--- src/rtl/qsram_pkg.sv ---
package qsram_pkg;
  localparam int QD  = 4;
  localparam int QIW = $clog2(QD);

  typedef struct packed {
    logic           bufFill0;
    logic           bufFill1;
    logic           bufLive;
    logic           commit;
    logic           rdAlloc;
    logic [QIW-1:0] allocIdx;
    logic           launch0;
    logic           launch1;
    logic [QIW-1:0] headIdx;
  } qsCtl_t;
endpackage

--- src/rtl/qsram_ctrl.sv ---
module qsram_ctrl
  import qsram_pkg::*;
#(
  parameter int RD_LAT = 2
) (
  input  logic   clk,
  input  logic   rst,
  input  logic   kHalf,
  input  logic   cPhase,
  input  logic   cHeld,
  input  logic   rdReq,
  input  logic   wrReq,
  output qsCtl_t ctl
);
  localparam int CW = $clog2(RD_LAT + 1);

  logic kEdge, cshEdge;
  logic wrArmed, bufValid;
  logic [QIW-1:0] wp, rp;
  logic busy [QD];
  logic sent [QD];
  logic [CW-1:0] cnt [QD];

  assign kEdge   = !kHalf;
  assign cshEdge = cHeld ? kHalf : cPhase;

  always_comb begin
    ctl          = '0;
    ctl.bufFill0 = kEdge & wrReq;
    ctl.bufFill1 = !kEdge & wrArmed;
    ctl.bufLive  = bufValid;
    ctl.commit   = kEdge & bufValid;
    ctl.rdAlloc  = kEdge & rdReq;
    ctl.allocIdx = wp;
    ctl.headIdx  = rp;
    ctl.launch0  = busy[rp] & !sent[rp] & cshEdge & (cnt[rp] <= CW'(1));
    ctl.launch1  = busy[rp] & sent[rp] & !cshEdge;
  end

  always_ff @(posedge clk) begin
    if (rst) begin
      wrArmed  <= 1'b0;
      bufValid <= 1'b0;
    end else if (kEdge) begin
      wrArmed  <= wrReq;
      bufValid <= 1'b0;
    end else if (wrArmed) begin
      wrArmed  <= 1'b0;
      bufValid <= 1'b1;
    end
  end

  always_ff @(posedge clk) begin
    if (rst) begin
      wp <= '0;
      rp <= '0;
    end else begin
      if (ctl.rdAlloc) wp <= wp + 1'b1;
      if (ctl.launch1) rp <= rp + 1'b1;
    end
  end

  for (genvar i = 0; i < QD; i++) begin : g_slot
    always_ff @(posedge clk) begin
      if (rst) begin
        busy[i] <= 1'b0;
        sent[i] <= 1'b0;
        cnt[i]  <= '0;
      end else if (ctl.rdAlloc && wp == QIW'(i)) begin
        busy[i] <= 1'b1;
        sent[i] <= 1'b0;
        cnt[i]  <= CW'(RD_LAT);
      end else if (busy[i]) begin
        if (cshEdge && cnt[i] != '0) cnt[i] <= cnt[i] - 1'b1;
        if (ctl.launch0 && rp == QIW'(i)) sent[i] <= 1'b1;
        if (ctl.launch1 && rp == QIW'(i)) busy[i] <= 1'b0;
      end
    end
  end
endmodule

--- src/rtl/qsram_dpath.sv ---
module qsram_dpath
  import qsram_pkg::*;
#(
  parameter int AW = 5,
  parameter int LW = 9,
  parameter int NL = 2,
  parameter int DW = NL * LW
) (
  input  logic          clk,
  input  logic          rst,
  input  qsCtl_t        ctl,
  input  logic [AW-2:0] addr,
  input  logic [DW-1:0] wrData,
  input  logic [NL-1:0] wrBe,
  output logic [DW-1:0] rdData,
  output logic          rdValid,
  output logic          rdBeat
);
  localparam int DEPTH = 2 ** AW;

  logic [DW-1:0] mem [DEPTH];
  logic [DW-1:0] h0Data;
  logic [NL-1:0] h0Be;
  logic [AW-2:0] bAddr;
  logic [DW-1:0] bData [2];
  logic [NL-1:0] bBe [2];
  logic [DW-1:0] eData [QD][2];
  logic [DW-1:0] rdWord [2];
  logic          bufHit;

  assign bufHit = ctl.bufLive && (bAddr == addr);

  for (genvar b = 0; b < 2; b++) begin : g_beat
    for (genvar l = 0; l < NL; l++) begin : g_lane
      assign rdWord[b][l*LW +: LW] = (bufHit && bBe[b][l]) ? bData[b][l*LW +: LW]
                                                         : mem[{addr, 1'(b)}][l*LW +: LW];
    end
  end

  always_ff @(posedge clk) begin
    if (ctl.bufFill0) begin
      h0Data <= wrData;
      h0Be   <= wrBe;
    end
    if (ctl.bufFill1) begin
      bAddr    <= addr;
      bData[0] <= h0Data;
      bBe[0]   <= h0Be;
      bData[1] <= wrData;
      bBe[1]   <= wrBe;
    end
    if (ctl.commit) begin
      for (int b = 0; b < 2; b++) begin
        for (int l = 0; l < NL; l++) begin
          if (bBe[b][l]) mem[{bAddr, 1'(b)}][l*LW +: LW] <= bData[b][l*LW +: LW];
        end
      end
    end
    if (ctl.rdAlloc) begin
      eData[ctl.allocIdx][0] <= rdWord[0];
      eData[ctl.allocIdx][1] <= rdWord[1];
    end
  end

  always_ff @(posedge clk) begin
    if (rst) begin
      rdValid <= 1'b0;
      rdBeat  <= 1'b0;
    end else begin
      rdValid <= ctl.launch0 | ctl.launch1;
      rdBeat  <= ctl.launch1;
    end
  end

  always_ff @(posedge clk) begin
    if (ctl.launch0 | ctl.launch1) rdData <= eData[ctl.headIdx][ctl.launch1];
  end
endmodule

--- src/rtl/qsram_b2.sv ---
module qsram_b2
  import qsram_pkg::*;
#(
  parameter int AW     = 5,
  parameter int LW     = 9,
  parameter int NL     = 2,
  parameter int RD_LAT = 2,
  parameter int DW     = NL * LW
) (
  input  logic          clk,
  input  logic          rst,
  input  logic          kHalf,
  input  logic          cPhase,
  input  logic          cHeld,
  input  logic          rdReq,
  input  logic          wrReq,
  input  logic [AW-2:0] addr,
  input  logic [DW-1:0] wrData,
  input  logic [NL-1:0] wrBe,
  output logic [DW-1:0] rdData,
  output logic          rdValid,
  output logic          rdBeat
);
  qsCtl_t ctl;

  qsram_ctrl #(.RD_LAT(RD_LAT)) u_ctrl (
    .clk(clk), .rst(rst), .kHalf(kHalf), .cPhase(cPhase), .cHeld(cHeld),
    .rdReq(rdReq), .wrReq(wrReq), .ctl(ctl)
  );

  qsram_dpath #(.AW(AW), .LW(LW), .NL(NL), .DW(DW)) u_dpath (
    .clk(clk), .rst(rst), .ctl(ctl), .addr(addr), .wrData(wrData), .wrBe(wrBe),
    .rdData(rdData), .rdValid(rdValid), .rdBeat(rdBeat)
  );
endmodule

--- config.mk ---
export PLATFORM = sky130hd
export DESIGN_NAME = qsram_b2
export DESIGN_NICKNAME = d
export VERILOG_FILES = /design/src/rtl/qsram_pkg.sv /design/src/rtl/qsram_ctrl.sv /design/src/rtl/qsram_dpath.sv /design/src/rtl/qsram_b2.sv
export SDC_FILE = /design/constraint.sdc
export NUM_CORES = 1
export LEC_CHECK = 0
export ABC_AREA = 1
export BUFFER_PORTS_ARGS = -buffer_cell sky130_fd_sc_hd__buf_2
export CORE_AREA = 3 3 336 239
export CTS_CLUSTER_SIZE = 8
export DETAILED_ROUTE_END_ITERATION = 7
export DIE_AREA = 0 0 339 242
export HOLD_SLACK_MARGIN = 0.15
export SLEW_MARGIN = 30
export SYNTH_ARGS = -nofsm -noshare
export SYNTH_HDL_FRONTEND = slang
export SYNTH_SLANG_ARGS = --single-unit
--- constraint.sdc ---
create_clock -name clk -period 2.05 [get_ports clk]
set_input_delay 0 -clock clk [delete_from_list [all_inputs] [get_ports clk]]
set_output_delay 0 -clock clk [all_outputs]
set_load 0.005 [all_outputs]
==> flow_summary.yaml, run 1 <==
sta:
  fin_worst_skew_ps: 26.9
  max_freq_mhz: 493
  hold_viol_final: 0
  period_needed_ps: 2030
  fin_crit_sh_pct: 98.9
  holdWs_ps: 211
  relSlewSlack_pct: 39.5
  worst_pin_slew_ps: 908
  layout_setup_ws_ps: 23.3
  finalMaxSlewViolations: 0
  tns_ps: 0
  rsz0062_at_grt: "true"
  final-setup-viol-count: 0
final_layout:
  final_cell_area_um2: 40700
  fin_util_pct: 52.9
  fin_cells: 4507
  syn_to_final_growth_pct: 17.2
  final_common_cell: "nand2_1"
  nNetsFinal: 3475
  final_cell_mix: "nand2_1, edfxtp_1, inv_1"
  drive_above_1_share_pct: 9.91
clock_network:
  cts_htree_levels: 3
  cts-buffers-inserted: 113
  clk_latency_ps: 670
  cts_tree: "done"
  clock-root-buffer: "clkbuf_16"
  clkSinkCount: 828
  clkSlewWorstSetupHoldPaths_ps: 60
  ctsLongestPathBuffers: 3
power:
  power.leakage_nw: 16.7
  p_total_mw: 37.3
  p_per_area_nw_per_um2: 917
  ir_drop_uv: 726
detailed_routing:
  dr.pass1.iters: 6
  drt-total-wl_um: 91200
  drc: 0
  ant_nets: 0
  via_count: 23500
  wl_per_cell_um: 20.2
  drt-initial-drc-count: 2577
  vias_per_cell: 5.20
worst_setup_path:
  crit_type: "flop to flop"
  startpoint_type: "flop"
  r2r_slack_ps: 20
  cp.arrival_ps: 2530
  crit_chain: "inv_1, nand2_1, nand2_1, nor3_4, nand3_2, clkinv_2, nand2_1, nand2_1"
  cp_max_fo: 10
  endpoint_kind: "flop"
  crit_required_ps: 2550
  cp_common_cell: "nand2_1"
  worst_path_largest_cell_delay_ps: 410
  crit_path_top_delay_cell: "edfxtp_1"
floorplan:
  start_util_pct: 45.2
  dieArea_um2: 82000
  core_um2: 76900
  row_count: 85
  dieWidth_um: 339
  io_pins: 51
  fp.dieH_um: 242
grt:
  grt_use_total_pct: 22.1
  overflow: 0
  grt_pass1_wl_um: 138000
  antenna_found_initial: 3
  first_global_vias: 22900
  grt_max_degree: 92
yosys:
  synth_nets: 3251
  synth_cell_types: 22
  avgSynthCellArea_um2: 10.8
  seq_area_frac_synth_pct: 71.3
  yosys_warnings: 0
  synthTopCellsByArea: "edfxtp_1, nand2_1, nand3_1"
  synth_seq_cells: 828
  synthesis.area_um2: 34700
  synth_largest_area_cell: "edfxtp_1"
  synthCells: 3208
  synth_top_area_share_pct: 70.8
placed_design:
  portBuffers: 50
  dp_hpwl_um: 56500
  dp_slack_ps: 111
  dpl-instance-area_um2: 37000
  placedCellCount: 4304
  place_congestion: 0.880
flow_run:
  drv_cap: 0
outcome:
  status: "finished clean"
min_path:
  hold_path_class: "input port to flop"
what timing repair did:
action	in CTS	in global routing
endpoints found under the hold margin	150	0
hold buffers	53	0
endpoints found under the setup margin	0	111
gates resized for setup	0	5
setup buffers	0	1
cell usage after synthesis, drive strengths merged:
cell	instances
a21oi	6
buf	86
clkbuf	63
clkinv	4
dfxtp	10
edfxtp	818
ha	12
inv	478
nand2	984
nand3	447
nand4	1
nor2	171
nor3	3
o21ai	84
o22ai	41
power by group:
group / internal (mW) / switching [mW]
Combinational: 0.627 / 1.36
Sequential: 18.7 / 0.122
Clock: 10.0 / 6.43
Total: 29.4 / 7.91
cells by family after synthesis:
| logic type | synth area share, % |
|---|---|
| adder cells (fa/ha/maj) | 0.432 |
| AO/OA/AOI/OAI | 2.05 |
| buffers and inverters | 7.11 |
| flip-flops | 71.3 |
| AND/OR/NAND/NOR | 19.1 |
layout make-up:
type	count	area, um2
clock buffer	141	2980
tap	1044	1310
antenna	1	2.50
inverter	482	1830
multi-input combinational	1749	7490
fill	6505	36200
clock inverter	4	56.3
sequential	828	24800
timing repair buffer	258	2260
worst max-delay path, delay by kind of cell (launching register included):
kind	cells	cell delay, ps
buffers and inverters	2	320
DFF	1	410
and+or+nand+nor	6	1110
path summary, 6_finish.rpt:
kind / from / endpoint / cells after the start
worst max register to register: u_dpath.bAddr[2]$_DFFE_PP_ / u_dpath.eData[3][7]$_DFFE_PP_ / 8
worst min-delay path: wrBe[1] / u_dpath.h0Be[1]$_DFFE_PP_ / 2
worst max-delay path: u_dpath.bAddr[2]$_DFFE_PP_ / u_dpath.eData[3][7]$_DFFE_PP_ / 8
worst min register to register: u_dpath.h0Be[0]$_DFFE_PP_ / u_dpath.bBe[0][0]$_DFFE_PP_ / 0
flip-flops by register name (all words and copies together), names as in the netlist, 4 cells and up, named ones only:
register	count
u_dpath.h0Data	18
u_dpath.bBe	4
u_dpath.rdData	18
u_ctrl.sent	4
u_dpath.bData	36
u_dpath.bAddr	4
u_dpath.eData	144
u_ctrl.busy	4
u_ctrl.cnt	8
u_dpath.mem	576
layer usage:
| metal | global-route usage [%] | vias up | part of all wire, % |
|---|---|---|---|
| li1 | - | 11000 | - |
| met4 | 5.85 | 0 | 2.3 |
| met5 | 0 | - | 0 |
| met2 | 33.2 | 949 | 44 |
| met1 | 32.6 | 11300 | 45 |
| met3 | 4.81 | 157 | 8.8 |
Power figures use the tool's default switching activity.
==> inputs of run 2 (changes only) <==
--- a/config.mk
+++ b/config.mk
@@ -7,10 +7,10 @@
 export LEC_CHECK = 0
 export ABC_AREA = 1
 export BUFFER_PORTS_ARGS = -buffer_cell sky130_fd_sc_hd__buf_2
-export CORE_AREA = 3 3 336 239
+export CORE_AREA = 3 3 411 291
 export CTS_CLUSTER_SIZE = 8
 export DETAILED_ROUTE_END_ITERATION = 7
-export DIE_AREA = 0 0 339 242
+export DIE_AREA = 0 0 414 294
 export HOLD_SLACK_MARGIN = 0.15
 export SLEW_MARGIN = 30
 export SYNTH_ARGS = -nofsm -noshare
==> run 2 against run 1 <==
Against the previous run:
- global-route usage is 7.0 points lower
- utilization shrank 17 points
- register-to-register slack better by 30 ps
- power is 1.3% higher
- worst setup slack better by 34 ps
- clock skew rose by 21 ps
- count of clock-buffer cells in the layout is 8 higher
- design area up 2.2%
- combinational power up 3%
- hold slack better by 79 ps
- critical endpoint is now u_dpath.mem[9][0]$_DFFE_PP_
- sequential share of layout area fell by 1.3 points
==> flow_summary.yaml, run 2 (synthesis results as in run 1) <==
outcome:
  status: "finished clean"
floorplan:
  dieArea_um2: 122000
  dieWidth_um: 414
  io_pins: 51
  start_util_pct: 30.1
  core_um2: 115000
  fp.dieH_um: 294
  row_count: 104
worst_setup_path:
  endpoint_kind: "flop"
  worst_path_largest_cell_delay_ps: 450
  cp_common_cell: "nor2_1"
  cp_max_fo: 9
  crit_required_ps: 2430
  crit_type: "flop to flop"
  rr_worst_depth: 4
  timing.rr.start: "u_dpath.bAddr[2]$_DFFE_PP_"
  r2r_slack_ps: 60
  cp.arrival_ps: 2370
  crit_chain: "nor2_1, nand2_1, nor2_1, buf_4"
  timing.rr.end: "u_dpath.mem[9][0]$_DFFE_PP_"
  crit_path_top_delay_cell: "edfxtp_1"
  startpoint_type: "flop"
clock_network:
  cts-buffers-inserted: 113
  clk_latency_ps: 700
  clock-root-buffer: "clkbuf_16"
  cts_htree_levels: 3
  clkSinkCount: 828
  clkSlewWorstSetupHoldPaths_ps: 50
  ctsLongestPathBuffers: 3
  cts_tree: "done"
placed_design:
  placedCellCount: 4808
  portBuffers: 50
  dp_hpwl_um: 58500
  dpl-instance-area_um2: 37800
  dp_slack_ps: 13.1
  place_congestion: 0.852
flow_run:
  drv_cap: 0
final_layout:
  register_area_um2: 24800
  fin_cells: 5023
  nNetsFinal: 3487
  fill_cells: 11300
  multiInputGateArea_um2: 7500
  syn_to_final_growth_pct: 19.8
  drive_above_1_share_pct: 10.2
  top_register: "u_dpath.mem"
  top_regs: "u_dpath.mem x576, u_dpath.eData x144, u_dpath.bData x36"
  fin_util_pct: 36.1
  final_cell_area_um2: 41600
  largest_reg_flops: 576
  final_cell_mix: "nand2_1, edfxtp_1, inv_1"
  final_common_cell: "nand2_1"
detailed_routing:
  drt-initial-drc-count: 2615
  via_count: 23400
  drt-total-wl_um: 94500
  drc: 0
  dr.pass1.iters: 6
  ant_nets: 0
  wl_per_cell_um: 18.8
  vias_per_cell: 4.67
sta:
  fin_worst_skew_ps: 47.6
  worst_pin_slew_ps: 909
  hold_viol_final: 0
  relSlewSlack_pct: 39.4
  tns_ps: 0
  rsz0062_at_grt: "true"
  fin_crit_sh_pct: 97.2
  final-setup-viol-count: 0
  max_freq_mhz: 502
  finalMaxSlewViolations: 0
  period_needed_ps: 1990
  holdWs_ps: 290
  layout_setup_ws_ps: 57.8
grt:
  antenna_found_initial: 4
  overflow: 0
  grt_use_total_pct: 15.1
  grt_pass1_wl_um: 140000
  first_global_vias: 21500
  grt_max_degree: 91
power:
  ir_drop_uv: 654
  sequentialPowerShare_pct: 49.9
  comb_power_share_pct: 5.4
  power.switching_mw: 8.31
  power.leakage_nw: 16.8
  switching_share_pct: 22.0
  clockPowerShare_pct: 44.7
  internal_power_mw: 29.5
  p_per_area_nw_per_um2: 909
  p_total_mw: 37.8
min_path:
  hold_path_class: "input port to flop"
  holdPathStages: 2
  hold_start: "addr[2]"
  whs_endpoint: "u_dpath.bAddr[2]$_DFFE_PP_"
-- run 2: timing repair --
item | CTS | global route
buffers inserted | 0 | 2
hold buffers | 54 | 0
hold endpoints to repair | 213 | 0
gates resized for setup | 0 | 7
setup endpoints to repair | 0 | 158
-- run 2: how the worst max path moves through the flow --
stage                                           from                        endpoint  slack [ps]
after floorplan                                 flop     u_dpath.rdData[0]$_DFFE_PP_         110
after global placement    u_dpath.bAddr[3]$_DFFE_PP_  u_dpath.eData[0][24]$_DFFE_PP_          70
after detailed placement  u_dpath.bAddr[3]$_DFFE_PP_   u_dpath.eData[2][4]$_DFFE_PP_          10
after CTS                 u_dpath.bAddr[3]$_DFFE_PP_   u_dpath.eData[3][4]$_DFFE_PP_          10
after global routing      u_dpath.bAddr[2]$_DFFE_PP_     u_dpath.mem[9][6]$_DFFE_PP_          -6
final                     u_dpath.bAddr[2]$_DFFE_PP_     u_dpath.mem[9][0]$_DFFE_PP_          60
-- run 2: power groups by stage --
stage          clock network [mW]  logic (mW)  registers (mW)
2_1_floorplan                   0        1.14            19.1
3_3_place_gp                    0        1.89            19.2
3_5_place_dp                    0        1.91            19.2
4_1_cts                      17.3        2.01            18.9
5_1_grt                      18.1        2.24            18.8
6_report                     16.9        2.04            18.9
-- run 2: cell type report --
type / instances / area share [%]
Antenna cell: 1 / 0.00602
Sequential cell: 828 / 59.5
Clock buffer: 149 / 7.17
Inverter: 482 / 4.40
Tap cell: 1537 / 4.62
Clock inverter: 7 / 0.370
Multi-Input combinational cell: 1749 / 18.0
Timing Repair Buffer: 270 / 5.87
-- run 2: critical path, delay by kind of cell (launching register included) --
family / cells / cell delay (ps)
and+or+nand+nor: 3 / 990
buffers and inverters: 1 / 240
DFF: 1 / 450
-- run 2: per-layer routing --
| metal | track usage [%] | vias to the layer above | routed length [um] |
|---|---|---|---|
| li1 | - | 11000 | - |
| met1 | 23.2 | 11300 | 44300 |
| met2 | 21.5 | 968 | 40000 |
| met3 | 3.52 | 118 | 8800 |
| met4 | 3.30 | 0 | 1440 |
| met5 | 0 | - | 0 |
